==> src/rtl/uwr_pkg.sv <==
package uwr_pkg;

    // Serial engine phases.
    typedef enum logic [2:0] {
        E_IDLE = 3'd0,
        E_LOW  = 3'd1,
        E_HIGH = 3'd2,
        E_END  = 3'd3,
        E_GAP  = 3'd4
    } eng_state_e;

    // Field being shifted within a transaction.
    typedef enum logic [1:0] {
        SEG_CMD  = 2'd0,
        SEG_ADDR = 2'd1,
        SEG_DATA = 2'd2
    } seg_e;

    // Sequencer operating mode.
    typedef enum logic [1:0] {
        M_IDLE = 2'd0,
        M_DISC = 2'd1,
        M_READ = 2'd2
    } ctl_mode_e;

    // Start bit and read opcode, sent from bit 2 down to bit 0.
    localparam logic [2:0] READ_SEQ = 3'b110;

endpackage

==> src/rtl/uwr_phase_timer.sv <==
module uwr_phase_timer #(
    parameter int PHASE_CYC = 200
) (
    input  logic clk_i,
    input  logic rst_ni,
    input  logic clr_i,
    output logic tick_o
);
    localparam int CW = (PHASE_CYC > 1) ? $clog2(PHASE_CYC) : 1;

    logic [CW-1:0] cnt_d, cnt_q;

    assign tick_o = (cnt_q == CW'(PHASE_CYC - 1));

    always_comb begin
        cnt_d = cnt_q + 1'b1;
        if (clr_i || tick_o) begin
            cnt_d = '0;
        end
    end

    always_ff @(posedge clk_i) begin
        if (!rst_ni) begin
            cnt_q <= '0;
        end else begin
            cnt_q <= cnt_d;
        end
    end

endmodule

==> src/rtl/uwr_serial_engine.sv <==
module uwr_serial_engine
    import uwr_pkg::*;
#(
    parameter int PHASE_CYC = 200,
    parameter int MAX_AW    = 8,
    parameter int DATA_W    = 16
) (
    input  logic                         clk_i,
    input  logic                         rst_ni,
    input  logic                         start_i,
    input  logic [MAX_AW-1:0]            addr_i,
    input  logic [$clog2(MAX_AW+1)-1:0]  aw_i,
    input  logic                         detect_i,
    input  logic                         ee_do_i,
    output logic                         ee_cs_o,
    output logic                         ee_sk_o,
    output logic                         ee_di_o,
    output logic                         done_o,
    output logic [DATA_W-1:0]            data_o,
    output logic [$clog2(MAX_AW+1)-1:0]  found_o
);
    localparam int WW = $clog2(MAX_AW + 1);
    localparam int IW = $clog2((DATA_W > MAX_AW) ? DATA_W : MAX_AW);
    localparam int HW = $clog2(PHASE_CYC + 1) + 1;

    typedef struct packed {
        eng_state_e          st;
        seg_e                seg;
        logic [IW-1:0]       idx;
        logic [MAX_AW-1:0]   addr;
        logic [WW-1:0]       aw;
        logic                det;
        logic [DATA_W-1:0]   sh;
        logic [WW-1:0]       found;
        logic                done;
        logic                cs;
        logic                sk;
        logic                di;
    } eng_s;

    eng_s q, n;
    logic tick;
    logic tmr_clr;

    uwr_phase_timer #(
        .PHASE_CYC (PHASE_CYC)
    ) u_timer (
        .clk_i  (clk_i),
        .rst_ni (rst_ni),
        .clr_i  (tmr_clr),
        .tick_o (tick)
    );

    function automatic logic out_bit(seg_e s, logic [IW-1:0] i, logic [MAX_AW-1:0] a);
        logic [MAX_AW-1:0] av;
        logic [2:0]        cv;
        av = a >> i;
        cv = READ_SEQ >> i;
        case (s)
            SEG_CMD:  return cv[0];
            SEG_ADDR: return av[0];
            default:  return 1'b0;
        endcase
    endfunction

    always_comb begin
        n       = q;
        n.done  = 1'b0;
        tmr_clr = 1'b0;
        case (q.st)
            E_IDLE: begin
                if (start_i) begin
                    n.st    = E_LOW;
                    n.seg   = SEG_CMD;
                    n.idx   = IW'(2);
                    n.addr  = addr_i;
                    n.aw    = aw_i;
                    n.det   = detect_i;
                    tmr_clr = 1'b1;
                end
            end
            E_LOW: begin
                if (tick) n.st = E_HIGH;
            end
            E_HIGH: begin
                if (tick) begin
                    n.st = E_LOW;
                    case (q.seg)
                        SEG_CMD: begin
                            if (q.idx == '0) begin
                                n.seg = SEG_ADDR;
                                n.idx = IW'(q.aw - 1'b1);
                            end else begin
                                n.idx = q.idx - 1'b1;
                            end
                        end
                        SEG_ADDR: begin
                            if ((q.det && !ee_do_i) || (q.idx == '0)) begin
                                n.seg   = SEG_DATA;
                                n.idx   = IW'(DATA_W - 1);
                                n.found = q.aw - WW'(q.idx);
                            end else begin
                                n.idx = q.idx - 1'b1;
                            end
                        end
                        default: begin
                            n.sh = {q.sh[DATA_W-2:0], ee_do_i};
                            if (q.idx == '0) begin
                                n.st = E_END;
                            end else begin
                                n.idx = q.idx - 1'b1;
                            end
                        end
                    endcase
                end
            end
            E_END: begin
                if (tick) n.st = E_GAP;
            end
            E_GAP: begin
                if (tick) begin
                    n.st   = E_IDLE;
                    n.done = 1'b1;
                end
            end
            default: n.st = E_IDLE;
        endcase
        n.cs = (n.st == E_LOW) || (n.st == E_HIGH) || (n.st == E_END);
        n.sk = (n.st == E_HIGH);
        n.di = ((n.st == E_LOW) || (n.st == E_HIGH)) ? out_bit(n.seg, n.idx, n.addr) : 1'b0;
    end

    always_ff @(posedge clk_i) begin
        if (!rst_ni) begin
            q <= '0;
        end else begin
            q <= n;
        end
    end

    assign ee_cs_o = q.cs;
    assign ee_sk_o = q.sk;
    assign ee_di_o = q.di;
    assign done_o  = q.done;
    assign data_o  = q.sh;
    assign found_o = q.found;

    // Phase-length counters used only by the checks below.
    logic [HW-1:0] hi_len_q, lo_len_q;
    always_ff @(posedge clk_i) begin
        if (!rst_ni || !q.sk) begin
            hi_len_q <= '0;
        end else if (hi_len_q != '1) begin
            hi_len_q <= hi_len_q + 1'b1;
        end
        if (!rst_ni || !q.cs || q.sk) begin
            lo_len_q <= '0;
        end else if (lo_len_q != '1) begin
            lo_len_q <= lo_len_q + 1'b1;
        end
    end

    a_r3_sk_within_cs: assert property (@(posedge clk_i) disable iff (!rst_ni)
        ee_sk_o |-> ee_cs_o);
    a_r3_di_steady_high: assert property (@(posedge clk_i) disable iff (!rst_ni)
        (ee_sk_o && $past(ee_sk_o)) |-> $stable(ee_di_o));
    a_r3_high_phase_len: assert property (@(posedge clk_i) disable iff (!rst_ni)
        $fell(ee_sk_o) |-> (hi_len_q >= HW'(PHASE_CYC)));
    a_r3_low_phase_len: assert property (@(posedge clk_i) disable iff (!rst_ni)
        $rose(ee_sk_o) |-> (lo_len_q >= HW'(PHASE_CYC)));

endmodule

==> src/rtl/uwire_rom_reader.sv <==
module uwire_rom_reader
    import uwr_pkg::*;
#(
    parameter int                PHASE_CYC = 200,
    parameter int                MAX_AW    = 8,
    parameter int                DATA_W    = 16,
    parameter logic [DATA_W-1:0] IMAGE_SUM = 16'hBABA
) (
    input  logic                         clk_i,
    input  logic                         rst_ni,
    input  logic                         rd_req_i,
    input  logic [MAX_AW-1:0]            rd_addr_i,
    input  logic                         sweep_req_i,
    output logic                         busy_o,
    output logic                         done_o,
    output logic [DATA_W-1:0]            rd_data_o,
    output logic [$clog2(MAX_AW+1)-1:0]  aw_o,
    output logic                         aw_valid_o,
    output logic                         sum_bad_o,
    output logic                         ee_cs_o,
    output logic                         ee_sk_o,
    output logic                         ee_di_o,
    input  logic                         ee_do_i
);
    localparam int WW = $clog2(MAX_AW + 1);

    typedef struct packed {
        ctl_mode_e           mode;
        logic                sweep;
        logic [MAX_AW-1:0]   addr;
        logic [WW-1:0]       width;
        logic                wok;
        logic [DATA_W-1:0]   sum;
        logic                err;
        logic [DATA_W-1:0]   data;
        logic                done;
        logic                start;
        logic [WW-1:0]       st_aw;
        logic                st_det;
    } ctl_s;

    ctl_s q, n;

    logic                eng_done;
    logic [DATA_W-1:0]   eng_data;
    logic [WW-1:0]       eng_found;
    logic [MAX_AW-1:0]   last_addr;
    logic [DATA_W-1:0]   sum_next;

    uwr_serial_engine #(
        .PHASE_CYC (PHASE_CYC),
        .MAX_AW    (MAX_AW),
        .DATA_W    (DATA_W)
    ) u_engine (
        .clk_i    (clk_i),
        .rst_ni   (rst_ni),
        .start_i  (q.start),
        .addr_i   (q.addr),
        .aw_i     (q.st_aw),
        .detect_i (q.st_det),
        .ee_do_i  (ee_do_i),
        .ee_cs_o  (ee_cs_o),
        .ee_sk_o  (ee_sk_o),
        .ee_di_o  (ee_di_o),
        .done_o   (eng_done),
        .data_o   (eng_data),
        .found_o  (eng_found)
    );

    assign last_addr = MAX_AW'((32'd1 << q.width) - 32'd1);
    assign sum_next  = q.sum + eng_data;

    always_comb begin
        n       = q;
        n.done  = 1'b0;
        n.start = 1'b0;
        case (q.mode)
            M_IDLE: begin
                if (sweep_req_i || rd_req_i) begin
                    if (sweep_req_i) begin
                        n.sweep = 1'b1;
                        n.addr  = '0;
                        n.sum   = '0;
                        n.err   = 1'b0;
                    end else begin
                        n.sweep = 1'b0;
                        n.addr  = rd_addr_i;
                    end
                    n.start = 1'b1;
                    if (q.wok) begin
                        n.mode   = M_READ;
                        n.st_aw  = q.width;
                        n.st_det = 1'b0;
                    end else begin
                        n.mode   = M_DISC;
                        n.st_aw  = WW'(MAX_AW);
                        n.st_det = 1'b1;
                    end
                end
            end
            M_DISC: begin
                if (eng_done) begin
                    n.width  = eng_found;
                    n.wok    = 1'b1;
                    n.mode   = M_READ;
                    n.start  = 1'b1;
                    n.st_aw  = eng_found;
                    n.st_det = 1'b0;
                end
            end
            M_READ: begin
                if (eng_done) begin
                    n.data = eng_data;
                    if (q.sweep) begin
                        n.sum = sum_next;
                        if (q.addr == last_addr) begin
                            n.err  = (sum_next != IMAGE_SUM);
                            n.done = 1'b1;
                            n.mode = M_IDLE;
                        end else begin
                            n.addr  = q.addr + 1'b1;
                            n.start = 1'b1;
                        end
                    end else begin
                        n.done = 1'b1;
                        n.mode = M_IDLE;
                    end
                end
            end
            default: n.mode = M_IDLE;
        endcase
    end

    always_ff @(posedge clk_i) begin
        if (!rst_ni) begin
            q <= '0;
        end else begin
            q <= n;
        end
    end

    assign busy_o     = (q.mode != M_IDLE);
    assign done_o     = q.done;
    assign rd_data_o  = q.data;
    assign aw_o       = q.width;
    assign aw_valid_o = q.wok;
    assign sum_bad_o  = q.err;

    a_r8_busy_falls_with_done: assert property (@(posedge clk_i) disable iff (!rst_ni)
        $fell(busy_o) |-> done_o);
    a_r8_done_not_busy: assert property (@(posedge clk_i) disable iff (!rst_ni)
        done_o |-> !busy_o);
    a_r5_done_single: assert property (@(posedge clk_i) disable iff (!rst_ni)
        done_o |=> !done_o);
    a_r6_cs_low_idle: assert property (@(posedge clk_i) disable iff (!rst_ni)
        !busy_o |-> !ee_cs_o);
    a_r4_width_bounds: assert property (@(posedge clk_i) disable iff (!rst_ni)
        aw_valid_o |-> ((aw_o != '0) && (aw_o <= WW'(MAX_AW))));
    a_r7_width_sticky: assert property (@(posedge clk_i) disable iff (!rst_ni)
        (aw_valid_o && $past(aw_valid_o)) |-> $stable(aw_o));

endmodule

==> config.mk <==
export PLATFORM = sky130hd
export DESIGN_NAME = uwire_rom_reader
export DESIGN_NICKNAME = d
export VERILOG_FILES = /design/src/rtl/uwr_pkg.sv /design/src/rtl/uwr_phase_timer.sv /design/src/rtl/uwr_serial_engine.sv /design/src/rtl/uwire_rom_reader.sv
export SDC_FILE = /design/constraint.sdc
export NUM_CORES = 1
export LEC_CHECK = 0
export ABC_CLOCK_PERIOD_IN_PS = 7650
export BUFFER_PORTS_ARGS = -buffer_cell sky130_fd_sc_hd__buf_2
export CAP_MARGIN = 20
export CELL_PAD_IN_SITES_DETAIL_PLACEMENT = 0
export CELL_PAD_IN_SITES_GLOBAL_PLACEMENT = 2
export CORE_ASPECT_RATIO = 2
export CORE_MARGIN = 1
export CORE_UTILIZATION = 32
export CTS_BUF_LIST = sky130_fd_sc_hd__clkbuf_8
export DETAILED_ROUTE_END_ITERATION = 7
export HOLD_SLACK_MARGIN = 0.12
export MAX_ROUTING_LAYER = met4
export PLACE_DENSITY_LB_ADDON = 0.1
export SLEW_MARGIN = 20
export SYNTH_ARGS = -nofsm -noshare
export SYNTH_HDL_FRONTEND = slang
export SYNTH_SLANG_ARGS = --single-unit
==> constraint.sdc <==
create_clock -name clk_i -period 7.65 [get_ports clk_i]
set_clock_uncertainty 0.2 [all_clocks]
set_input_delay 0.765 -clock clk_i [delete_from_list [all_inputs] [get_ports clk_i]]
set_output_delay 0.765 -clock clk_i [all_outputs]
set_load 0.1 [all_outputs]
==> results.cfg <==
[logic_synthesis]
yosysMostFrequentCell = nand2_1
avgSynthCellArea_um2 = 8.24
synth_area_leader_cell = dfxtp_1
ys_top_cells_by_area = dfxtp_1 (35%), nand2_1 (8.5%), a21boi_0 (6.2%), ha_1 (4.6%), nor2b_1 (3.0%)
yosys_warnings = 0
ys_seq_elements = 110
synth_top_area_frac = 0.351
seq_area_frac_synth = 0.351
syn_nets = 798
syn_inst = 760
ys_types = 81
synthTopCellsByCount = nand2_1 (142), dfxtp_1 (110), a21boi_0 (52), nor2_1 (36), clkbuf_1 (34)
synth_ff_type = dfxtp_1
synth_edf_count = 0
syn_area_um2 = 6270
synthArstFlopShare = 0

[drt]
vias_per_cell = 5.17
drt-total-wl_um = 18400
vias = 5232
firstDrtPassIters = 6
ant_nets = 0
wl_per_cell_um = 18.1
drc = 1
drt_iter0_drc = 137

[timing]
whs_ns = 0.265
final_hold_viol_count = 0
max-slew-margin-rel = 0.294
fin_setup_tns_ns = 0
finalSetupViolCount = 0
fmax_ghz = 0.295
period_share = 0.444
rsz0062_at_grt = false
min_period_ns = 3.39
final_max_slew_viol_count = 0
tightest_slew_ns = 1.06

[power]
vdd_ir_drop_max_uv = 90.6
leakagePower_nw = 2.58
power_density_nw_per_um2 = 167

[setup_path]
r2r_cells = 10
r2r_start = aw_o[2]
start_kind = flop
crit_path_end_kind = flop
crit_path_start = aw_o[2]
crit_required_ns = 7.76
cp-endpoint = q[49]
r2r_end = q[49]
crit_type = reg -> reg
cp_max_fo = 14
ff2ff_setup_slack_ns = 4.26
cp_data_arrival_time_ns = 3.51

[clock_tree]
ctsHoldBuffers = 0
clk_latency_ns = 0.39
cts_max_level = 3
cts.sinks = 110
cts_tree = yes
path_clk_slew_ns = 0.11
clockBufferDepth = 2
root_buffer = clkbuf_8
ctsResizeCount = 0
post_cts_buffers = 0
cts_made_buffers = 9

[die]
rows = 72
start_util = 0.325
ios = 40
die_area_um2 = 20200
die_w_um = 101
die_h_um = 200
coreArea_um2 = 19300

[status]
violations = DRC
outcome = finished, violations left

[finish]
fillerInstances = 2098
antenna_cells = 0
final_nets = 786
drive_gt1_frac = 0.108
area_growth_pct = 6.75

[flow_run]
cap_viol_max_count = 0

[min_path]
hp-class = reg -> reg
worstHoldStart = rd_data_o[3]

[grt]
antenna_found_initial = 0
grt_pass1_vias = 5243
grt_usage = 0.197
grt_max_degree = 74
grt_pass1_wl_um = 28700
overflow = 0

[place]
globalplace.congestion = 0.888
port_buffers = 39
dp_hpwl_um = 14100
-- how the worst min path moves through the flow --
stage	endpoint	slack, ns	cells past startpoint
after floorplan	u_engine.u_timer.cnt_q[0]	0.23	1
after global placement	u_engine.u_timer.cnt_q[0]	0.25	1
after detailed placement	rd_data_o[10]	0.26	2
after CTS	rd_data_o[10]	0.27	2
after global routing	u_engine.q[33]	0.30	2
final	rd_data_o[3]	0.27	2
-- report_power, final --
part / total [W] / internal (W) / leakage (nW) / switching [W]
registers: 0.000600 / 0.000584 / 0.889 / 0.0000161
clock network: 0.000387 / 0.000179 / 0.105 / 0.000208
logic: 0.000128 / 0.0000430 / 1.59 / 0.0000854
-- stage by stage --
stage / std cells / util / cell area (um^2) / setup slack (ns) / total power, W
after floorplan: 760 / - / 6270 / 4.71 / 0.000707
after global placement: 996 / 0.336 / 6470 / 4.42 / 0.000743
after detailed placement: 996 / 0.336 / 6470 / 4.31 / 0.000744
after CTS: 1012 / 0.347 / 6690 / 4.25 / 0.00114
after global routing: 1012 / 0.347 / 6690 / 3.96 / 0.00117
final: 1012 / 0.347 / 6690 / 4.26 / 0.00112
-- layer usage --
metal	up-vias	track usage	wire (um)
li1	2630	-	-
met1	2513	0.171	6470
met3	30	0.0223	312
met2	59	0.410	11100
met4	0	0.0768	440
met5	-	-	0
-- sequential cells by signal, indices dropped and copies added (netlist names) --
| signal | count |
|---|---|
| u_engine.found_o | 4 |
| u_engine.ee_sk_o | 1 |
| u_engine.ee_di_o | 1 |
| done_o | 1 |
| u_engine.u_timer.cnt_q | 8 |
| u_engine.data_o | 16 |
| sum_bad_o | 1 |
| q | 33 |
| u_engine.done_o | 1 |
| u_engine.q | 22 |
| aw_o | 4 |
| aw_valid_o | 1 |
| u_engine.ee_cs_o | 1 |
| rd_data_o | 16 |
-- kinds of logic after synthesis --
kind of cell | share of synthesized area
AO/OA/AOI/OAI | 0.218
XOR/XNOR | 0.0419
adder cells (fa/ha/maj) | 0.0523
buffers and inverters | 0.0627
flip-flops | 0.351
multiplexers | 0.0192
AND/OR/NAND/NOR | 0.254
-- layout make-up --
cell class	instances	area, um^2	area share
multi-input cells	571	3680	0.550
flip-flops and latches	110	2200	0.329
well taps	259	324	0.0484
repair buffers	41	210	0.0314
clock buffers	12	165	0.0247
inverters	15	56.3	0.00842
clock inverters	4	53.8	0.00804
-- cells in the final DEF, fill, tap and decap left out, types with 7 or more instances in the layout --
master | Yosys | layout
a21oi_1 | 26 | 26
nor2b_1 | 30 | 30
buf_2 | 4 | 39
xor2_1 | 18 | 18
o21ai_0 | 24 | 24
nor2_1 | 36 | 36
a31oi_1 | 7 | 7
clkbuf_8 | 0 | 12
a21boi_0 | 52 | 52
inv_1 | 15 | 15
ha_1 | 23 | 23
and2_1 | 11 | 11
nor3_1 | 11 | 11
a21o_1 | 9 | 9
and3_1 | 13 | 13
nand2_1 | 142 | 142
xnor2_1 | 12 | 12
dfxtp_1 | 110 | 110
mux2i_1 | 12 | 12
nand3_1 | 22 | 22
a22oi_1 | 12 | 12
-- worst max-delay path, stage by stage (launching register included) --
cell and delay (ns):
dfxtp_1 0.66, nor2_1 0.14, nand2_1 0.12, ha_1 0.41, xor2_1 0.18, nor4_1 0.06, o41ai_1 0.36, o211ai_2 0.20
o21ai_2 0.30, a22o_1 0.44, mux2i_1 0.24
No activity file was read; power rests on OpenSTA's default activity.
